**src/rtl/gsq_pkg.sv**
```systemverilog
package gsq_pkg;
  localparam int GSQ_NCORE_DEF = 4;
  localparam int GSQ_DEPTH_DEF = 8;
  localparam int GSQ_WORDS_DEF = 16;
  localparam int GSQ_DW_DEF    = 32;

  typedef enum logic {
    GSQ_READ  = 1'b0,
    GSQ_WRITE = 1'b1
  } gsq_op_e;
endpackage

```
**src/rtl/gsq_rr_arb.sv**
```systemverilog
module gsq_rr_arb #(
  parameter int N = 4
) (
  input  logic                 clk,
  input  logic                 rst_n,
  input  logic [N-1:0]         req,
  input  logic                 adv,
  output logic [N-1:0]         gnt,
  output logic [$clog2(N)-1:0] gnt_idx,
  output logic                 any
);
  localparam int IW = $clog2(N);

  logic [IW-1:0] ptr_q, ptr_d;

  always_comb begin
    int sum;
    logic [IW-1:0] j;
    gnt     = '0;
    gnt_idx = '0;
    any     = 1'b0;
    for (int i = 0; i < N; i++) begin
      sum = int'(ptr_q) + i;
      if (sum >= N) sum = sum - N;
      j = IW'(sum);
      if (!any && req[j]) begin
        any     = 1'b1;
        gnt[j]  = 1'b1;
        gnt_idx = j;
      end
    end
  end

  always_comb begin
    ptr_d = ptr_q;
    if (adv && any) begin
      ptr_d = (gnt_idx == IW'(N - 1)) ? '0 : gnt_idx + IW'(1);
    end
  end

  always_ff @(posedge clk or negedge rst_n) begin
    if (!rst_n) ptr_q <= '0;
    else        ptr_q <= ptr_d;
  end
endmodule

```
**src/rtl/gsq_fifo.sv**
```systemverilog
module gsq_fifo #(
  parameter int W     = 40,
  parameter int DEPTH = 8
) (
  input  logic         clk,
  input  logic         rst_n,
  input  logic         push,
  input  logic [W-1:0] push_data,
  input  logic         pop,
  output logic [W-1:0] head,
  output logic         empty,
  output logic         full
);
  localparam int PW = (DEPTH > 1) ? $clog2(DEPTH) : 1;
  localparam int CW = $clog2(DEPTH + 1);

  logic [W-1:0]  slot_q [DEPTH];
  logic [PW-1:0] wp_q, wp_d, rp_q, rp_d;
  logic [CW-1:0] cnt_q, cnt_d;
  logic          do_push, do_pop;

  assign empty   = (cnt_q == '0);
  assign full    = (cnt_q == CW'(DEPTH));
  assign do_push = push && !full;
  assign do_pop  = pop && !empty;
  assign head    = slot_q[rp_q];

  always_comb begin
    wp_d  = wp_q;
    rp_d  = rp_q;
    cnt_d = cnt_q;
    if (do_push) wp_d = (wp_q == PW'(DEPTH - 1)) ? '0 : wp_q + PW'(1);
    if (do_pop)  rp_d = (rp_q == PW'(DEPTH - 1)) ? '0 : rp_q + PW'(1);
    if (do_push && !do_pop)      cnt_d = cnt_q + CW'(1);
    else if (do_pop && !do_push) cnt_d = cnt_q - CW'(1);
  end

  always_ff @(posedge clk or negedge rst_n) begin
    if (!rst_n) begin
      wp_q  <= '0;
      rp_q  <= '0;
      cnt_q <= '0;
    end else begin
      wp_q  <= wp_d;
      rp_q  <= rp_d;
      cnt_q <= cnt_d;
    end
  end

  always_ff @(posedge clk) begin
    if (do_push) slot_q[wp_q] <= push_data;
  end
endmodule

```
**src/rtl/gsq_pend_cnt.sv**
```systemverilog
module gsq_pend_cnt #(
  parameter int CW = 4
) (
  input  logic clk,
  input  logic rst_n,
  input  logic inc,
  input  logic dec,
  output logic zero
);
  logic [CW-1:0] cnt_q, cnt_d;

  always_comb begin
    cnt_d = cnt_q;
    if (inc && !dec)      cnt_d = cnt_q + CW'(1);
    else if (dec && !inc) cnt_d = cnt_q - CW'(1);
  end

  always_ff @(posedge clk or negedge rst_n) begin
    if (!rst_n) cnt_q <= '0;
    else        cnt_q <= cnt_d;
  end

  assign zero = (cnt_q == '0);
endmodule

```
**src/rtl/gsq_shmem.sv**
```systemverilog
module gsq_shmem
  import gsq_pkg::*;
#(
  parameter int NC    = GSQ_NCORE_DEF,
  parameter int DEPTH = GSQ_DEPTH_DEF,
  parameter int NW    = GSQ_WORDS_DEF,
  parameter int DW    = GSQ_DW_DEF,
  parameter int AW    = $clog2(NW)
) (
  input  logic             clk,
  input  logic             rst_n,
  input  logic [NC-1:0]    req_valid,
  input  logic [NC-1:0]    req_write,
  input  logic [NC*AW-1:0] req_addr,
  input  logic [NC*DW-1:0] req_wdata,
  output logic [NC-1:0]    wr_ack,
  output logic [NC-1:0]    late_ack,
  output logic [NC-1:0]    rd_valid,
  output logic [DW-1:0]    rd_data
);
  localparam int CIW = (NC > 1) ? $clog2(NC) : 1;
  localparam int CNW = $clog2(DEPTH + 1);

  typedef struct packed {
    logic [CIW-1:0] core;
    logic [AW-1:0]  addr;
    logic [DW-1:0]  data;
  } ent_t;
  localparam int EW = $bits(ent_t);

  logic [AW-1:0]  addr_c [NC];
  logic [DW-1:0]  data_c [NC];
  logic [NC-1:0]  elig, gnt, own_clear, cnt_inc, cnt_dec;
  logic [CIW-1:0] gnt_idx;
  logic           gnt_any, gnt_wr, drain_fire, acc, push, rd_acc;
  logic           hold_q, hold_d;
  logic           q_empty, q_full;
  ent_t           push_ent, head_ent;
  logic [EW-1:0]  head_bits;

  logic [DW-1:0]  mem_q [NW];
  logic [NC-1:0]  late_q, late_d, rdv_q, rdv_d;
  logic [DW-1:0]  rdat_q, rdat_d;

  // Per-core unpacking, eligibility and pending-write counters
  for (genvar c = 0; c < NC; c++) begin : g_core
    assign addr_c[c] = req_addr[c*AW +: AW];
    assign data_c[c] = req_wdata[c*DW +: DW];
    assign elig[c]   = req_valid[c] && !rdv_q[c] &&
                       ((req_write[c] == GSQ_WRITE) ? !q_full : own_clear[c]);
    assign cnt_inc[c] = push && gnt[c];
    assign cnt_dec[c] = drain_fire && (head_ent.core == CIW'(c));

    gsq_pend_cnt #(.CW(CNW)) u_cnt (
      .clk  (clk),
      .rst_n(rst_n),
      .inc  (cnt_inc[c]),
      .dec  (cnt_dec[c]),
      .zero (own_clear[c])
    );
  end

  gsq_rr_arb #(.N(NC)) u_arb (
    .clk    (clk),
    .rst_n  (rst_n),
    .req    (elig),
    .adv    (acc),
    .gnt    (gnt),
    .gnt_idx(gnt_idx),
    .any    (gnt_any)
  );

  // Drain owns the memory port unless a read was turned away last cycle
  assign gnt_wr     = |(gnt & req_write);
  assign drain_fire = !q_empty && !hold_q;
  assign acc        = gnt_any && (gnt_wr || !drain_fire);
  assign push       = acc && gnt_wr;
  assign rd_acc     = acc && !gnt_wr;
  assign hold_d     = gnt_any && !gnt_wr && drain_fire;

  assign push_ent = '{core: gnt_idx, addr: addr_c[gnt_idx], data: data_c[gnt_idx]};
  assign head_ent = ent_t'(head_bits);

  gsq_fifo #(.W(EW), .DEPTH(DEPTH)) u_q (
    .clk      (clk),
    .rst_n    (rst_n),
    .push     (push),
    .push_data(push_ent),
    .pop      (drain_fire),
    .head     (head_bits),
    .empty    (q_empty),
    .full     (q_full)
  );

  // Next-state logic for the response registers
  always_comb begin
    late_d = '0;
    if (drain_fire) late_d[head_ent.core] = 1'b1;
    rdv_d  = rd_acc ? gnt : '0;
    rdat_d = rdat_q;
    if (rd_acc) rdat_d = mem_q[addr_c[gnt_idx]];
  end

  always_ff @(posedge clk or negedge rst_n) begin
    if (!rst_n) begin
      hold_q <= 1'b0;
      late_q <= '0;
      rdv_q  <= '0;
      rdat_q <= '0;
    end else begin
      hold_q <= hold_d;
      late_q <= late_d;
      rdv_q  <= rdv_d;
      rdat_q <= rdat_d;
    end
  end

  always_ff @(posedge clk or negedge rst_n) begin
    if (!rst_n) begin
      for (int i = 0; i < NW; i++) mem_q[i] <= '0;
    end else if (drain_fire) begin
      mem_q[head_ent.addr] <= head_ent.data;
    end
  end

  assign wr_ack   = push ? gnt : '0;
  assign late_ack = late_q;
  assign rd_valid = rdv_q;
  assign rd_data  = rdat_q;
endmodule

```
**config.mk**
```make
export PLATFORM = sky130hd
export DESIGN_NAME = gsq_shmem
export DESIGN_NICKNAME = d
export VERILOG_FILES = /design/src/rtl/gsq_pkg.sv /design/src/rtl/gsq_rr_arb.sv /design/src/rtl/gsq_fifo.sv /design/src/rtl/gsq_pend_cnt.sv /design/src/rtl/gsq_shmem.sv
export SDC_FILE = /design/constraint.sdc
export NUM_CORES = 2
export LEC_CHECK = 0
export ABC_CLOCK_PERIOD_IN_PS = 8000
export BUFFER_PORTS_ARGS = -buffer_cell sky130_fd_sc_hd__buf_2
export CORE_MARGIN = 10
export CORE_UTILIZATION = 62
export CTS_CLUSTER_SIZE = 12
export DETAILED_ROUTE_END_ITERATION = 7
export PLACE_DENSITY = 0.91
export SYNTH_ARGS = -nofsm -noshare
export SYNTH_HDL_FRONTEND = slang
export SYNTH_HIERARCHICAL = 1
export SYNTH_SLANG_ARGS = --single-unit
```
**constraint.sdc**
```tcl
create_clock -name clk -period 8 [get_ports clk]
set_clock_uncertainty 0.1 [all_clocks]
set_input_delay 0.4 -clock clk [delete_from_list [all_inputs] [get_ports clk]]
set_output_delay 0.4 -clock clk [all_outputs]
set_load 0.02 [all_outputs]
```
==> impl_summary.log <==
INFO  metric result_of_the_run = completed
INFO  metric r2r-start = u_q/cnt_q[0]
INFO  metric final-seq-area = roughly 24000 sq um
INFO  metric worst-setup-path-type = reg -> reg
INFO  metric slew_viol_final = 0
INFO  metric floorplan.rows = 92
INFO  metric dp.final_hpwl = between 50000 and 60000 um
INFO  metric route.detailed.wl_per_inst = 27.1 um
INFO  metric multiInputGateArea = 15200 sq um
INFO  metric grt_antenna_before_repair = 2
INFO  metric max_fclk = between 0.15 and 0.2 GHz
INFO  metric synth-async-reset-ratio = between 60% and 70%
INFO  metric drive_above_1_share = 39.6%
INFO  metric via_count = roughly 24000
INFO  metric path_common_cell = inv_1
INFO  metric core_area = 63300 sq um
INFO  metric post_synthesis_mean_instance_area = about 16 sq um
INFO  metric final-setup-viol-count = 0
INFO  metric clock_path_buffers = 3
INFO  metric clk_latency = roughly 0.65 ns
INFO  metric postLayoutSetupSlackWorst = around 1.8 ns
INFO  metric remaining_drc_errors = 0
INFO  metric post_cts_setup_inserts = 0
INFO  metric grt-ovfl-total = 0
INFO  metric finalHoldViolations = 0
INFO  metric die_height = 273 um
INFO  metric worstHoldPathCells = 2
INFO  metric cts_tree = built
INFO  metric arrival = 6.61 ns
INFO  metric syn2layout_area_growth = 11.0%
INFO  metric place_worst_setup_slack = around 1.9 ns
INFO  metric number_of_standard_cells_after_synthesis = between 2000 and 3000
INFO  metric worstPathCellList = or4b_1 > inv_1 > inv_1 > mux2i_1 > nor3b_1 > mux4_1 > or2_4 > nor2_1 > a22oi_1 > o21ai_0 > a22oi_1 > nand2_1 > and2_1 > nand2_2 > inv_1 > ha_1 > inv_1 > ha_1 > or4_1 > o211ai_1 > o211ai_1
INFO  metric holdPathEnd = u_q/slot_q[4][22]
INFO  metric initialDrtViolationCount = 2216
INFO  metric hold_ws = between 0.15 and 0.2 ns
INFO  metric timing_worst_slew_pin_value = 1.28 ns
INFO  metric hp-class = in -> reg
INFO  metric synthFlopType = dfrtp_1
INFO  metric root_buffer = clkbuf_16
INFO  metric reg2reg_setup_slack = about 1.8 ns
INFO  metric postSynthNetCount = 2746
INFO  metric reg2regPathDepth = 21
INFO  metric first_pass_iters = 6
INFO  metric route.antenna.remaining_nets = 0
INFO  metric number_of_buffers_inserted_during_clock_tree_synthesis = between 80 and 90
INFO  metric die_width = about 270 um
INFO  metric start_util = a little over three fifths
INFO  metric vias_per_cell = ~6.6
INFO  metric holdCritStartpoint = req_wdata[118]
INFO  metric cp_slowest_stage_delay = around 0.9 ns
INFO  metric fillCellCount = 3854
INFO  metric synth_seq_cells = 885
INFO  metric clock_input_transition_at_the_sequential_cells_of_the_worst_setup_and_hold_paths = around 0.070 ns
INFO  metric min_period = a little over 6 ns
INFO  metric critical_path.max_fanout = 11
INFO  metric pin_count = 198
INFO  metric design.final.nets = approximately 2900
INFO  metric reg_to_reg_end = u_q/cnt_q[3]
INFO  metric syn_area = between 30000 and 40000 sq um
INFO  metric clock_net_sink_count = ~890
INFO  metric port_buffer_cells = about 200
INFO  metric endpoint_kind = flip-flop
INFO  metric critPathLaunchType = flip-flop
INFO  metric ys.warnings.count = 6
INFO  metric slowest_cell_on_the_critical_path = nor3b_1
INFO  metric worst_slew_margin_rel = between 10 and 15%
INFO  metric die-area = around 75000 sq um
INFO  metric first_pass_grt_wire_length = 151000 um
INFO  metric place.gp.congestion = a little over 0.8
INFO  metric maxCapViolations = 0
INFO  metric yosys.cell_types.count = 58
INFO  metric via_count_of_the_first_global_routing_pass = 25800
INFO  metric grt_start_max_net_pins = between 200 and 250
INFO  metric rsz0062_at_grt = no
INFO  metric tns = 0 ns
INFO  metric seq_area_frac_synth = around three fifths
INFO  metric synth-edff-count = a little over 300
INFO  metric cts_max_level = 3
INFO  metric gr-usage-all-layers = a little over a quarter
INFO  metric min_period_over_period = between 70 and 80%
INFO  metric routed_wirelength = slightly below 100000 um
INFO  metric cp.required = about 8.4 ns
[cell type report]
type | count | area share (%)
sequential | 885 | 53.6
multi-input combinational | 1460 | 34.4
clock buffer | 145 | 5.96
timing repair buffer | 242 | 3.11
tap | 846 | 2.40
clock inverter | 10 | 0.258
inverter | 23 | 0.196
antenna | 2 | 0.0113
[state kept, by name, summed over array words and instances, names as in the netlist, named ones only]
register	cells
mem_q	512
u_q/slot_q	304
rd_data	32
g_core.u_cnt/cnt_q	16
late_ack	4
rd_valid	4
u_q/cnt_q	4
u_q/rp_q	3
u_q/wp_q	3
hold_q	1
u_arb/ptr_q	1
[worst max path at each step]
stage / startpoint / depth (start not counted) / to / slack (ns)
3_3_place_gp: g_core[0].u_cnt/cnt_q[0] / 13 / rd_data[9] / 2.24
6_report: u_q/cnt_q[0] / 21 / u_q/cnt_q[3] / 1.80
5_1_grt: u_q/cnt_q[0] / 21 / u_q/cnt_q[3] / 1.53
2_1_floorplan: u_q/cnt_q[0] / 15 / u_q/slot_q[0][0] / 0.60
3_5_place_dp: g_core[0].u_cnt/cnt_q[0] / 19 / u_q/cnt_q[3] / 1.88
4_1_cts: g_core[0].u_cnt/cnt_q[0] / 19 / u_q/cnt_q[3] / 1.70
[per-layer routing]
| metal | global-route usage (%) | part of all wire, % | vias up |
|---|---|---|---|
| met1 | 33.4 | 39 | 12500 |
| met4 | 10.3 | 3.4 | 0 |
| li1 | - | - | 9991 |
| met2 | 44.1 | 50 | 1139 |
| met3 | 4.38 | 7.2 | 268 |
| met5 | 0 | 0 | - |
[per-stage QoR]
stage	instance area [sq um]	instances	util (%)
after floorplan	39800	2562	-
after global placement	41400	3454	65.3
after detailed placement	41400	3454	65.3
after CTS	44100	3610	69.7
after global routing	44100	3611	69.7
final	44100	3613	69.7
[worst max-delay path, delay by kind of cell (launching register included)]
kind,cells,cell delay (ns)
AOI/OAI and AO/OA,5,1.09
adders and majority gates,2,0.59
buffers and inverters,4,0.45
DFF,1,0.50
muxes,2,0.72
and+or+nand+nor,8,2.60
[cell families after synthesis]
group / share of synthesized area (%)
DFF: 59.5
and+or+nand+nor: 3.57
xor gates and xnor gates: 0.242
buffers and inverters: 2.51
AOI/OAI and AO/OA: 3.56
adders and majority gates: 1.04
muxes: 29.6
[layout by cell type (no fill, tap or decap), types with 25 or more instances in the layout]
cell type  instances
mux2_1            44
clkbuf_1          39
edfxtp_1         304
clkbuf_16         91
mux2i_1          205
buf_2            196
ha_1              25
buf_4             40
o211ai_1          67
nand4_1           33
dfrtp_1          578
a22oi_1           74
nand3_1           44
mux2_2           567
nand2_1          120
mux4_2           111
[cell usage after synthesis (22+ instances only)]
cell type,number,area [sq um]
mux2_1,44,495
dfrtp_1,581,14500
buf_2,53,265
mux2i_1,205,2050
ha_1,25,313
mux2_2,567,6380
inv_1,22,82.6
edfxtp_1,304,9130
a22oi_1,74,556
nand4_1,33,206
nand2_1,125,469
nand3_1,44,220
mux4_2,113,2540
buf_1,37,139
clkbuf_1,87,327
o211ai_1,67,503
[timing repair]
| item | 4_1_cts | 5_1_grt |
|---|---|---|
| hold buffers | 1 | 0 |
| gates resized for setup | 0 | 0 |
| endpoints found under the hold margin | 91 | 0 |
Power is left out: the tool's default activity adds up to more than one toggle a clock period on the data nets, which glitch-free logic cannot reach.
